===== src/rtl/rgn_pkg.sv =====
package rgn_pkg;
  localparam int unsigned ATTR_W = 4;

  localparam logic [1:0] KIND_LOAD  = 2'd0;
  localparam logic [1:0] KIND_STORE = 2'd1;

  localparam logic [1:0] CM_BYPASS = 2'd0;
  localparam logic [1:0] CM_WTHRU  = 2'd1;
  localparam logic [1:0] CM_WBACK  = 2'd2;
  localparam logic [1:0] CM_ISOL   = 2'd3;

  localparam logic [1:0] CS_NONE  = 2'd0;
  localparam logic [1:0] CS_LOAD  = 2'd1;
  localparam logic [1:0] CS_STORE = 2'd2;
  localparam logic [1:0] CS_FETCH = 2'd3;

  typedef struct packed {
    logic       rd;
    logic       wr;
    logic       ex;
    logic [1:0] cm;
  } rights_t;
endpackage


===== src/rtl/rgn_table.sv =====
module rgn_table #(
  parameter int unsigned RGN_BITS = 3,
  parameter int unsigned ATTR_W   = 4,
  parameter logic [ATTR_W-1:0] RST_ATTR = 4'd2
) (
  input  logic                clk,
  input  logic                rst,
  input  logic                wr_en,
  input  logic [RGN_BITS-1:0] wr_idx,
  input  logic [RGN_BITS-1:0] wr_base,
  input  logic [ATTR_W-1:0]   wr_attr,
  input  logic [RGN_BITS-1:0] rd_idx,
  output logic [RGN_BITS-1:0] rd_base,
  output logic [ATTR_W-1:0]   rd_attr
);
  localparam int unsigned NUM_RGN = 1 << RGN_BITS;

  logic [RGN_BITS-1:0] base_q [NUM_RGN];
  logic [ATTR_W-1:0]   attr_q [NUM_RGN];

  always_ff @(posedge clk) begin
    if (rst) begin
      for (int i = 0; i < NUM_RGN; i++) begin
        base_q[i] <= RGN_BITS'(i);
        attr_q[i] <= RST_ATTR;
      end
    end else if (wr_en) begin
      base_q[wr_idx] <= wr_base;
      attr_q[wr_idx] <= wr_attr;
    end
  end

  assign rd_base = base_q[rd_idx];
  assign rd_attr = attr_q[rd_idx];


  table_write_chk: assert property (@(posedge clk) disable iff (rst)
    wr_en |=> (base_q[$past(wr_idx)] == $past(wr_base)) &&
              (attr_q[$past(wr_idx)] == $past(wr_attr)));
endmodule


===== src/rtl/rgn_attr_decode.sv =====
module rgn_attr_decode
  import rgn_pkg::*;
(
  input  logic [ATTR_W-1:0] attr,
  input  logic              cattr_mode,
  output rights_t           rights
);
  always_comb begin
    rights = '{rd: 1'b0, wr: 1'b0, ex: 1'b0, cm: CM_BYPASS};
    case (attr)
      4'd0:  rights = '{rd: 1'b1, wr: 1'b1, ex: 1'b0, cm: CM_WTHRU};
      4'd1:  rights = '{rd: 1'b1, wr: 1'b1, ex: 1'b1, cm: CM_WTHRU};
      4'd2:  rights = '{rd: 1'b1, wr: 1'b1, ex: 1'b1, cm: CM_BYPASS};
      4'd3:  rights = '{rd: 1'b0, wr: 1'b0, ex: 1'b1, cm: CM_WBACK};
      4'd4:  rights = '{rd: 1'b1, wr: 1'b1, ex: 1'b1, cm: CM_WBACK};
      4'd5:  if (!cattr_mode)
               rights = '{rd: 1'b1, wr: 1'b1, ex: 1'b1, cm: CM_WBACK};
      4'd14: rights = '{rd: 1'b1, wr: 1'b1, ex: 1'b0, cm: CM_ISOL};
      default: ;
    endcase
  end
endmodule


===== src/rtl/rgn_resp_stage.sv =====
module rgn_resp_stage
  import rgn_pkg::*;
#(
  parameter int unsigned ADDR_W = 32
) (
  input  logic              clk,
  input  logic              rst,
  input  logic              req_valid,
  input  logic [1:0]        req_kind,
  input  rights_t           rights,
  input  logic [ADDR_W-1:0] paddr_in,
  output logic              rsp_valid,
  output logic [ADDR_W-1:0] rsp_paddr,
  output logic [1:0]        rsp_cache,
  output logic              rsp_fault,
  output logic [1:0]        rsp_cause
);
  logic       granted;
  logic [1:0] deny_cause;

  always_comb begin
    case (req_kind)
      KIND_LOAD:  begin granted = rights.rd; deny_cause = CS_LOAD;  end
      KIND_STORE: begin granted = rights.wr; deny_cause = CS_STORE; end
      default:    begin granted = rights.ex; deny_cause = CS_FETCH; end
    endcase
  end

  always_ff @(posedge clk) begin
    if (rst || !req_valid) begin
      rsp_valid <= 1'b0;
      rsp_paddr <= '0;
      rsp_cache <= CM_BYPASS;
      rsp_fault <= 1'b0;
      rsp_cause <= CS_NONE;
    end else begin
      rsp_valid <= 1'b1;
      rsp_paddr <= granted ? paddr_in : '0;
      rsp_cache <= granted ? rights.cm : CM_BYPASS;
      rsp_fault <= !granted;
      rsp_cause <= granted ? CS_NONE : deny_cause;
    end
  end


  rsp_latency_chk: assert property (@(posedge clk) disable iff (rst)
    req_valid |=> rsp_valid);


  rsp_idle_chk: assert property (@(posedge clk) disable iff (rst)
    !req_valid |=> !rsp_valid && rsp_paddr == '0 && !rsp_fault);


  store_cause_chk: assert property (@(posedge clk) disable iff (rst)
    rsp_valid && rsp_fault && $past(req_kind) == KIND_STORE |-> rsp_cause == CS_STORE);


  fault_blank_chk: assert property (@(posedge clk) disable iff (rst)
    rsp_fault |-> rsp_paddr == '0 && rsp_cache == CM_BYPASS && rsp_cause != CS_NONE);
endmodule


===== src/rtl/rgn_guard_top.sv =====
module rgn_guard_top
  import rgn_pkg::*;
#(
  parameter int unsigned ADDR_W   = 32,
  parameter int unsigned RGN_BITS = 3
) (
  input  logic                         clk,
  input  logic                         rst,
  input  logic                         wr_en,
  input  logic [RGN_BITS-1:0]          wr_idx,
  input  logic [RGN_BITS-1:0]          wr_base,
  input  logic [ATTR_W-1:0]            wr_attr,
  input  logic                         req_valid,
  input  logic [ADDR_W-1:0]            req_addr,
  input  logic [1:0]                   req_kind,
  input  logic                         cattr_mode,
  input  logic [(1<<RGN_BITS)*ATTR_W-1:0] cattr_word,
  output logic                         rsp_valid,
  output logic [ADDR_W-1:0]            rsp_paddr,
  output logic [1:0]                   rsp_cache,
  output logic                         rsp_fault,
  output logic [1:0]                   rsp_cause
);
  localparam int unsigned OFF_W = ADDR_W - RGN_BITS;

  logic [RGN_BITS-1:0] seg_idx;
  logic [RGN_BITS-1:0] tbl_base;
  logic [ATTR_W-1:0]   tbl_attr;
  logic [ATTR_W-1:0]   word_attr;
  logic [ATTR_W-1:0]   sel_attr;
  logic [ADDR_W-1:0]   xlat_addr;
  rights_t             rights;

  assign seg_idx   = req_addr[ADDR_W-1 -: RGN_BITS];
  assign word_attr = cattr_word[seg_idx*ATTR_W +: ATTR_W];
  assign sel_attr  = cattr_mode ? word_attr : tbl_attr;
  assign xlat_addr = cattr_mode ? req_addr : {tbl_base, req_addr[OFF_W-1:0]};

  rgn_table #(.RGN_BITS(RGN_BITS), .ATTR_W(ATTR_W), .RST_ATTR(4'd2)) u_table (
    .clk     (clk),
    .rst     (rst),
    .wr_en   (wr_en),
    .wr_idx  (wr_idx),
    .wr_base (wr_base),
    .wr_attr (wr_attr),
    .rd_idx  (seg_idx),
    .rd_base (tbl_base),
    .rd_attr (tbl_attr)
  );

  rgn_attr_decode u_decode (
    .attr       (sel_attr),
    .cattr_mode (cattr_mode),
    .rights     (rights)
  );

  rgn_resp_stage #(.ADDR_W(ADDR_W)) u_resp (
    .clk       (clk),
    .rst       (rst),
    .req_valid (req_valid),
    .req_kind  (req_kind),
    .rights    (rights),
    .paddr_in  (xlat_addr),
    .rsp_valid (rsp_valid),
    .rsp_paddr (rsp_paddr),
    .rsp_cache (rsp_cache),
    .rsp_fault (rsp_fault),
    .rsp_cause (rsp_cause)
  );


  offset_pass_chk: assert property (@(posedge clk) disable iff (rst)
    rsp_valid && !rsp_fault |-> rsp_paddr[OFF_W-1:0] == $past(req_addr[OFF_W-1:0]));


  word_code5_chk: assert property (@(posedge clk) disable iff (rst)
    req_valid && cattr_mode && word_attr == 4'd5 |=> rsp_valid && rsp_fault);


  word_passthru_chk: assert property (@(posedge clk) disable iff (rst)
    req_valid && cattr_mode |=> rsp_fault || rsp_paddr == $past(req_addr));
endmodule


===== config.mk =====
export PLATFORM = sky130hd
export DESIGN_NAME = rgn_guard_top
export DESIGN_NICKNAME = d
export VERILOG_FILES = /design/src/rtl/rgn_pkg.sv /design/src/rtl/rgn_table.sv /design/src/rtl/rgn_attr_decode.sv /design/src/rtl/rgn_resp_stage.sv /design/src/rtl/rgn_guard_top.sv
export SDC_FILE = /design/constraint.sdc
export NUM_CORES = 1
export LEC_CHECK = 0
export BUFFER_PORTS_ARGS = -buffer_cell sky130_fd_sc_hd__buf_2
export CORE_AREA = 3 3 80 112
export CTS_CLUSTER_SIZE = 12
export DETAILED_ROUTE_END_ITERATION = 7
export DIE_AREA = 0 0 83 115
export GPL_TIMING_DRIVEN = 0
export PLACE_DENSITY = 0.83
export SYNTH_ARGS = -nofsm -noshare
export SYNTH_HDL_FRONTEND = slang
export SYNTH_SLANG_ARGS = --single-unit

===== constraint.sdc =====
create_clock -name clk -period 3.4 [get_ports clk]
set_input_delay 0.51 -clock clk [delete_from_list [all_inputs] [get_ports clk]]
set_output_delay 0.51 -clock clk [all_outputs]
set_load 0.01 [all_outputs]

==> Word-level counts from Yosys, hierarchy flattened <==
Memories as Yosys holds them, arrays and structs flattened.
Cells that the tools add are included.
{ "totals": {"elab_cells": 43, "output_inout_bits": 38, "in_bits": 81, "n_memories": 2, "ram_bits": 56, "ff_bits": 38} }
{ "op_classes": {"n_mux": 18, "eq_ne": 7, "n_bitwise": 1, "reduce_logical": 9, "n_shift": 1} }
{ "mem_list": {"columns": ["memory", "depth", "word_bits", "read_ports", "rd_ports_with_merged_regs", "write_ports", "line", "rtl"], "rows": [
  ["u_table.attr_q", 8, 4, 1, 0, 8, "rgn_table.sv:19", "logic [ATTR_W-1:0] attr_q [NUM_RGN];"],
  ["u_table.base_q", 8, 3, 1, 0, 8, "rgn_table.sv:18", "logic [RGN_BITS-1:0] base_q [NUM_RGN];"]
]} }
{ "ops": {"columns": ["operator", "n"], "rows": [
  ["case mux 5 bit (7 select lines)", 1],
  ["two-way mux 32 bit", 1],
  ["indexed part select 32 x 6 -> 4 bit", 1],
  ["two-way mux 3 bit", 3],
  ["== test 4 x 2 -> 1 bit (second input constant)", 2],
  ["== test 4 x 3 -> 1 bit (second input constant)", 2],
  ["two-way mux 1 bit", 8],
  ["two-way mux 4 bit", 2],
  ["two-way mux 5 bit", 1],
  ["== test 4 x 1 -> 1 bit (second input constant)", 1],
  ["== test 4 bit (second input constant)", 1],
  ["zero test 4 bit", 1],
  ["case mux 2 bit (2 select lines)", 1],
  ["OR reduction 2 bit", 2],
  ["OR reduction 4 bit", 1],
  ["OR reduction 3 bit", 1],
  ["== test 2 x 1 -> 1 bit (second input constant)", 1],
  ["zero test 1 bit", 2],
  ["zero test 2 bit", 1],
  ["case mux 1 bit (2 select lines)", 1],
  ["logical OR 1 bit", 1],
  ["inverter 1 bit", 1]
]} }

==> Logic depth before layout (Yosys ltp) <==
{ "logic_depth": {"word_depth": 7, "depth_mapped": 11} }

==> Cells and area by module <==
A second synthesis with hierarchy kept.
{ "unflattened": {"hier_cells": 348, "hier_area_um2": 4601.9} }
{ "modules_own_cells": {"columns": ["mod", "cells_each", "area_each_um2", "seq_area_each_um2", "instances"], "rows": [
  ["rgn_table", 172, 2655.0, 1681.6, 1],
  ["rgn_resp_stage", 131, 1511.4, 760.7, 1],
  ["rgn_guard_top", 29, 331.6, 0.0, 1],
  ["rgn_attr_decode", 16, 103.8, 0.0, 1]
]} }

==> Least setup slack after synthesis <==
OpenSTA, ideal clock, no wires.
{ "synth_timing": {"path_type": "input to register", "from": "input req_addr[30]", "to": "register u_resp.rsp_paddr[30]", "stages": 8, "setup_slack_ns": 0.653, "arrival_ns": 2.659, "cell_sequence": "buf_6 -> buf_6 -> buf_6 -> mux4_2 -> a311o_1 -> o32a_1 -> o31a_1 -> nor4_2"} }
{ "synth_via": {"elab_chain_len": 7, "word_cells_on_any_way": 16} }
{ "synth_lines": {"columns": ["element", "line", "rtl"], "rows": [
  ["start: declaration", "rgn_guard_top.sv:14", "input logic [ADDR_W-1:0] req_addr,"],
  ["indexed part select 32 x 6 -> 4 bit / memory (8 x 4 bit) (equally long branches)", null, null],
  ["two-way mux 4 bit", "rgn_guard_top.sv:36", "assign sel_attr = cattr_mode ? word_attr : tbl_attr;"],
  ["== test 4 bit, or another cell as far along", "rgn_attr_decode.sv:10", "case (attr)"],
  ["case mux 5 bit (7 select lines)", "rgn_attr_decode.sv:10", null],
  ["case mux 1 bit (2 select lines)", "rgn_resp_stage.sv:22", "case (req_kind)"],
  ["inverter 1 bit (no source line)", null, null],
  ["OR reduction 2 bit (no source line)", null, null],
  ["end signal: assignment", "rgn_resp_stage.sv:38", "rsp_paddr <= granted ? paddr_in : '0;"],
  ["end: declaration", "rgn_resp_stage.sv:13", "output logic [ADDR_W-1:0] rsp_paddr,"]
]} }
Several ways; a longest one is shown, not always the timed one.
A chain may end at the register's enable or synchronous reset.

==> Final worst setup path <==
{ "layout_timing": {"from": "input req_addr[29]", "to": "register u_resp.rsp_paddr[14]"} }
{ "layout_via": {"elab_chain_len": 7, "word_cells_on_any_way": 14} }
{ "layout_lines": {"columns": ["element", "line"], "rows": [
  ["indexed part select 32 x 6 -> 4 bit / memory (8 x 4 bit) (equally long branches)", null],
  ["two-way mux 4 bit (*)", "rgn_guard_top.sv:36"],
  ["== test 4 bit, or another cell as far along", "rgn_attr_decode.sv:10"],
  ["case mux 5 bit (7 select lines) (*)", "rgn_attr_decode.sv:10"],
  ["case mux 1 bit (2 select lines) (*)", "rgn_resp_stage.sv:22"],
  ["inverter 1 bit (no source line) (*)", null],
  ["OR reduction 2 bit (no source line) (*)", null]
]} }
Every way passes the cells marked *; elsewhere a longest branch is shown, timed or not.

==> qor.csv <==
stage,metric,value,unit
power_and_ir_drop,switching_share,0.2262,
detailed_routing,num_vias,2956,
floorplan,row_count,39,
critical_path,critPathMaxFanout,10,
sta,period_share,0.8783,
placed_design,hpwl,7.787,mm
detailed_routing,firstDrtPassIters,4,
status,outcome,completed,
critical_path,startpoint,req_addr[29],
power_and_ir_drop,p_sw,0.6057,mW
synthesis,synth-edff-count,56,
worst_hold_path,holdCritStartpoint,req_addr[8],
cts,cts-buffers-inserted,9,
cts,cts_resized,0,
detailed_routing,avgRoutedWirePerCell,19.07,um
cts,cts_num_sinks,94,
layout,final_area,0.005121,mm2
synthesis,netlist_instances,305,
global_route,first_global_vias,2969,
floorplan,core,0.008100,mm2
global_route,antenna_found_initial,0,
synthesis,seq_area_frac_synth,0.5939,
synthesis,synth_area,0.004113,mm2
layout,layout.nets,512,
worst_hold_path,hold_path_depth,2,
global_route,overflow,0,
placed_design,dp.cells,522,
sta,worst_pin_slew,0.9129,ns
detailed_routing,route.detailed.drc,0,
synthesis,synth_commonest_cells,"edfxtp_1, and2_1, dfxtp_1",
layout,layoutNonFillerInstCount,538,
power_and_ir_drop,clockPowerShare,0.384,
critical_path,r2r_end,u_resp.rsp_paddr[14],
sta,slew_viol_final,0,
critical_path,crit_arrival,3.25,ns
global_route,grt_max_degree,15,
critical_path,ff2ff_path_depth,7,
layout,drive_above_1_share,0.3899,
synthesis,synth_area_leaders,"edfxtp_1, dfxtp_1, mux4_2",
synthesis,synth_nets,386,
synthesis,synth_most_common_cell,edfxtp_1,
floorplan,chipHeight,115,um
cts,insertion_delay,0.34,ns
critical_path,worst_setup_path_start_kind,input pin,
cts,cts_hold_buf,0,
critical_path,reg2reg_from,u_table.attr_q[1][3],
sta,finClkSkew,0.008130,ns
synthesis,synth-seq-cells,94,
placed_design,numPortBuffers,115,
worst_hold_path,hold_end,u_resp.rsp_paddr[8],
synthesis,yosys_warnings,0,
synthesis,synth-async-reset-ratio,0,
layout,area_growth,24.52,%
critical_path,worstSetupEndpointType,flip-flop,
floorplan,die_w,83,um
worst_hold_path,hp-class,in2reg,
synthesis,netlist.area_leader.share,0.4089,
flow_run,maxCapViolCount,0,
floorplan,start_util,0.5077,
cts,htreeDepth,3,
power_and_ir_drop,power_frac_comb,0.135,
synthesis,synth_cell_types,43,
sta,grt_setup_unrepaired,false,
power_and_ir_drop,p_int,2.072,mW
synthesis,synth.avg_cell_area,13.48,um2
detailed_routing,drtIter0Drc,132,
synthesis,synth_flop_cell,edfxtp_1,
detailed_routing,routed_via_density,5.494,
sta,fmax,334.9,MHz
global_route,grt_use_total,0.2193,
critical_path,r2r_slack,0.66,ns
critical_path,worstSetupPathType,in2reg,
layout,n_antenna_cell,0,
sta,setup_tns,0,ns
synthesis,yosys.area.top_type,edfxtp_1,
cts,clock_path_buffers,2,
global_route,grt_pass1_wl,15.54,mm
sta,period_needed,2.986,ns
power_and_ir_drop,ir_worst_vdd,0.3187,mV
power_and_ir_drop,power_leakage,2.182,nW
detailed_routing,totalWireLength,10.26,mm
critical_path,worst_ep_required_time,3.67,ns
placed_design,gp_congestion,0.8473,
sta,setup_viol,0,
cts,cts_tree,built,
floorplan,ios,119,
sta,hold_viol_final,0,
power_and_ir_drop,power_density,522.9,mW/mm2
detailed_routing,detail-route-antenna-nets,0,
placed_design,placed_cell_area,0.004816,mm2
cts,postCtsSetupBuffers,0,
floorplan,dieArea,0.009545,mm2
cts,cts.reportedPaths.clkPinSlew,0.06,ns
sta,slew_headroom,0.3757,
power_and_ir_drop,pwr-share-seq,0.481,
cts,root_buffer,clkbuf_16,
final cells by class:
cell class / instances / area (um2)
fillers: 641 / 2979
flip-flops and latches: 94 / 2442
multi-input cells: 188 / 1534
repair buffers: 115 / 575.6
clock buffers: 10 / 229.0
well taps: 102 / 127.6
plain buffers: 19 / 121.4
clock inverters: 6 / 76.32
inverters: 4 / 15.01
worst max path at each step:
stage                                 endpoint  cells after the start
after floorplan           u_resp.rsp_paddr[30]                      8
after global placement    u_resp.rsp_paddr[31]                      7
after detailed placement  u_resp.rsp_paddr[14]                      8
after CTS                 u_resp.rsp_paddr[14]                      8
after global routing      u_resp.rsp_paddr[14]                      8
final                     u_resp.rsp_paddr[14]                      8
power by group through the flow:
stage	registers, mW	clock network (mW)	logic [mW]
after floorplan	1.32	0	0.209
after global placement	1.31	0	0.350
after detailed placement	1.31	0	0.360
after CTS	1.29	1.04	0.362
after global routing	1.29	1.08	0.390
final	1.29	1.03	0.361
kinds of logic (layout without fill, tap and decap cells):
| kind of cell | Yosys count | in the layout | share of synthesized area |
|---|---|---|---|
| simple gates | 140 | 140 | 0.2054 |
| compound gates | 22 | 22 | 0.04594 |
| mux | 25 | 25 | 0.1196 |
| flops | 94 | 94 | 0.5939 |
| xor+xnor | 1 | 1 | 0.002130 |
| buf+inv | 23 | 154 | 0.03316 |
sequential cells by signal (all words and copies together) (netlist names):
register	count
u_resp.rsp_valid	1
u_resp.rsp_paddr	32
u_resp.rsp_fault	1
u_table.attr_q	32
u_table.base_q	24
u_resp.rsp_cache	2
u_resp.rsp_cause	2
metal layers:
layer | routed length (um) | up-vias | share of wire | global-route usage
met5 | 0 | - | 0 | 0
met4 | 242 | 0 | 0.024 | 0.08070
met3 | 883 | 16 | 0.086 | 0.08029
met2 | 5433 | 162 | 0.53 | 0.4058
met1 | 3699 | 1385 | 0.36 | 0.2271
li1 | - | 1393 | - | -
critical path, cell delays in order:
cell	delay (ns)
clkbuf_1	0.32
inv_1	0.26
a2111oi_0	0.77
o41ai_1	0.30
mux2_2	0.37
o31ai_4	0.34
buf_6	0.18
and3_1	0.20
through the flow:
stage	power [mW]	hold slack, ns	util	worst slack, ns
final	2.678	0.3935	0.6322	0.4137
after global placement	1.660	0.7378	0.5945	0.2848
after global routing	2.761	0.3956	0.6322	0.3403
after CTS	2.687	0.3891	0.6322	0.4647
after floorplan	1.530	0.6559	-	0.6527
after detailed placement	1.673	0.7401	0.5945	0.09260
cells in the final DEF, fill, tap and decap left out, types with 6 or more instances in the layout:
cell and n:
nor3_1 6, and2_1 38, mux4_2 19, clkbuf_16 9
and3_1 30, nand2b_1 8, nor2b_1 6, nor2_1 14
buf_6 6, dfxtp_1 38, edfxtp_1 56, or2_2 8
buf_2 116, or3_1 18, clkbuf_1 12
No activity file was read; power rests on OpenSTA's default activity.
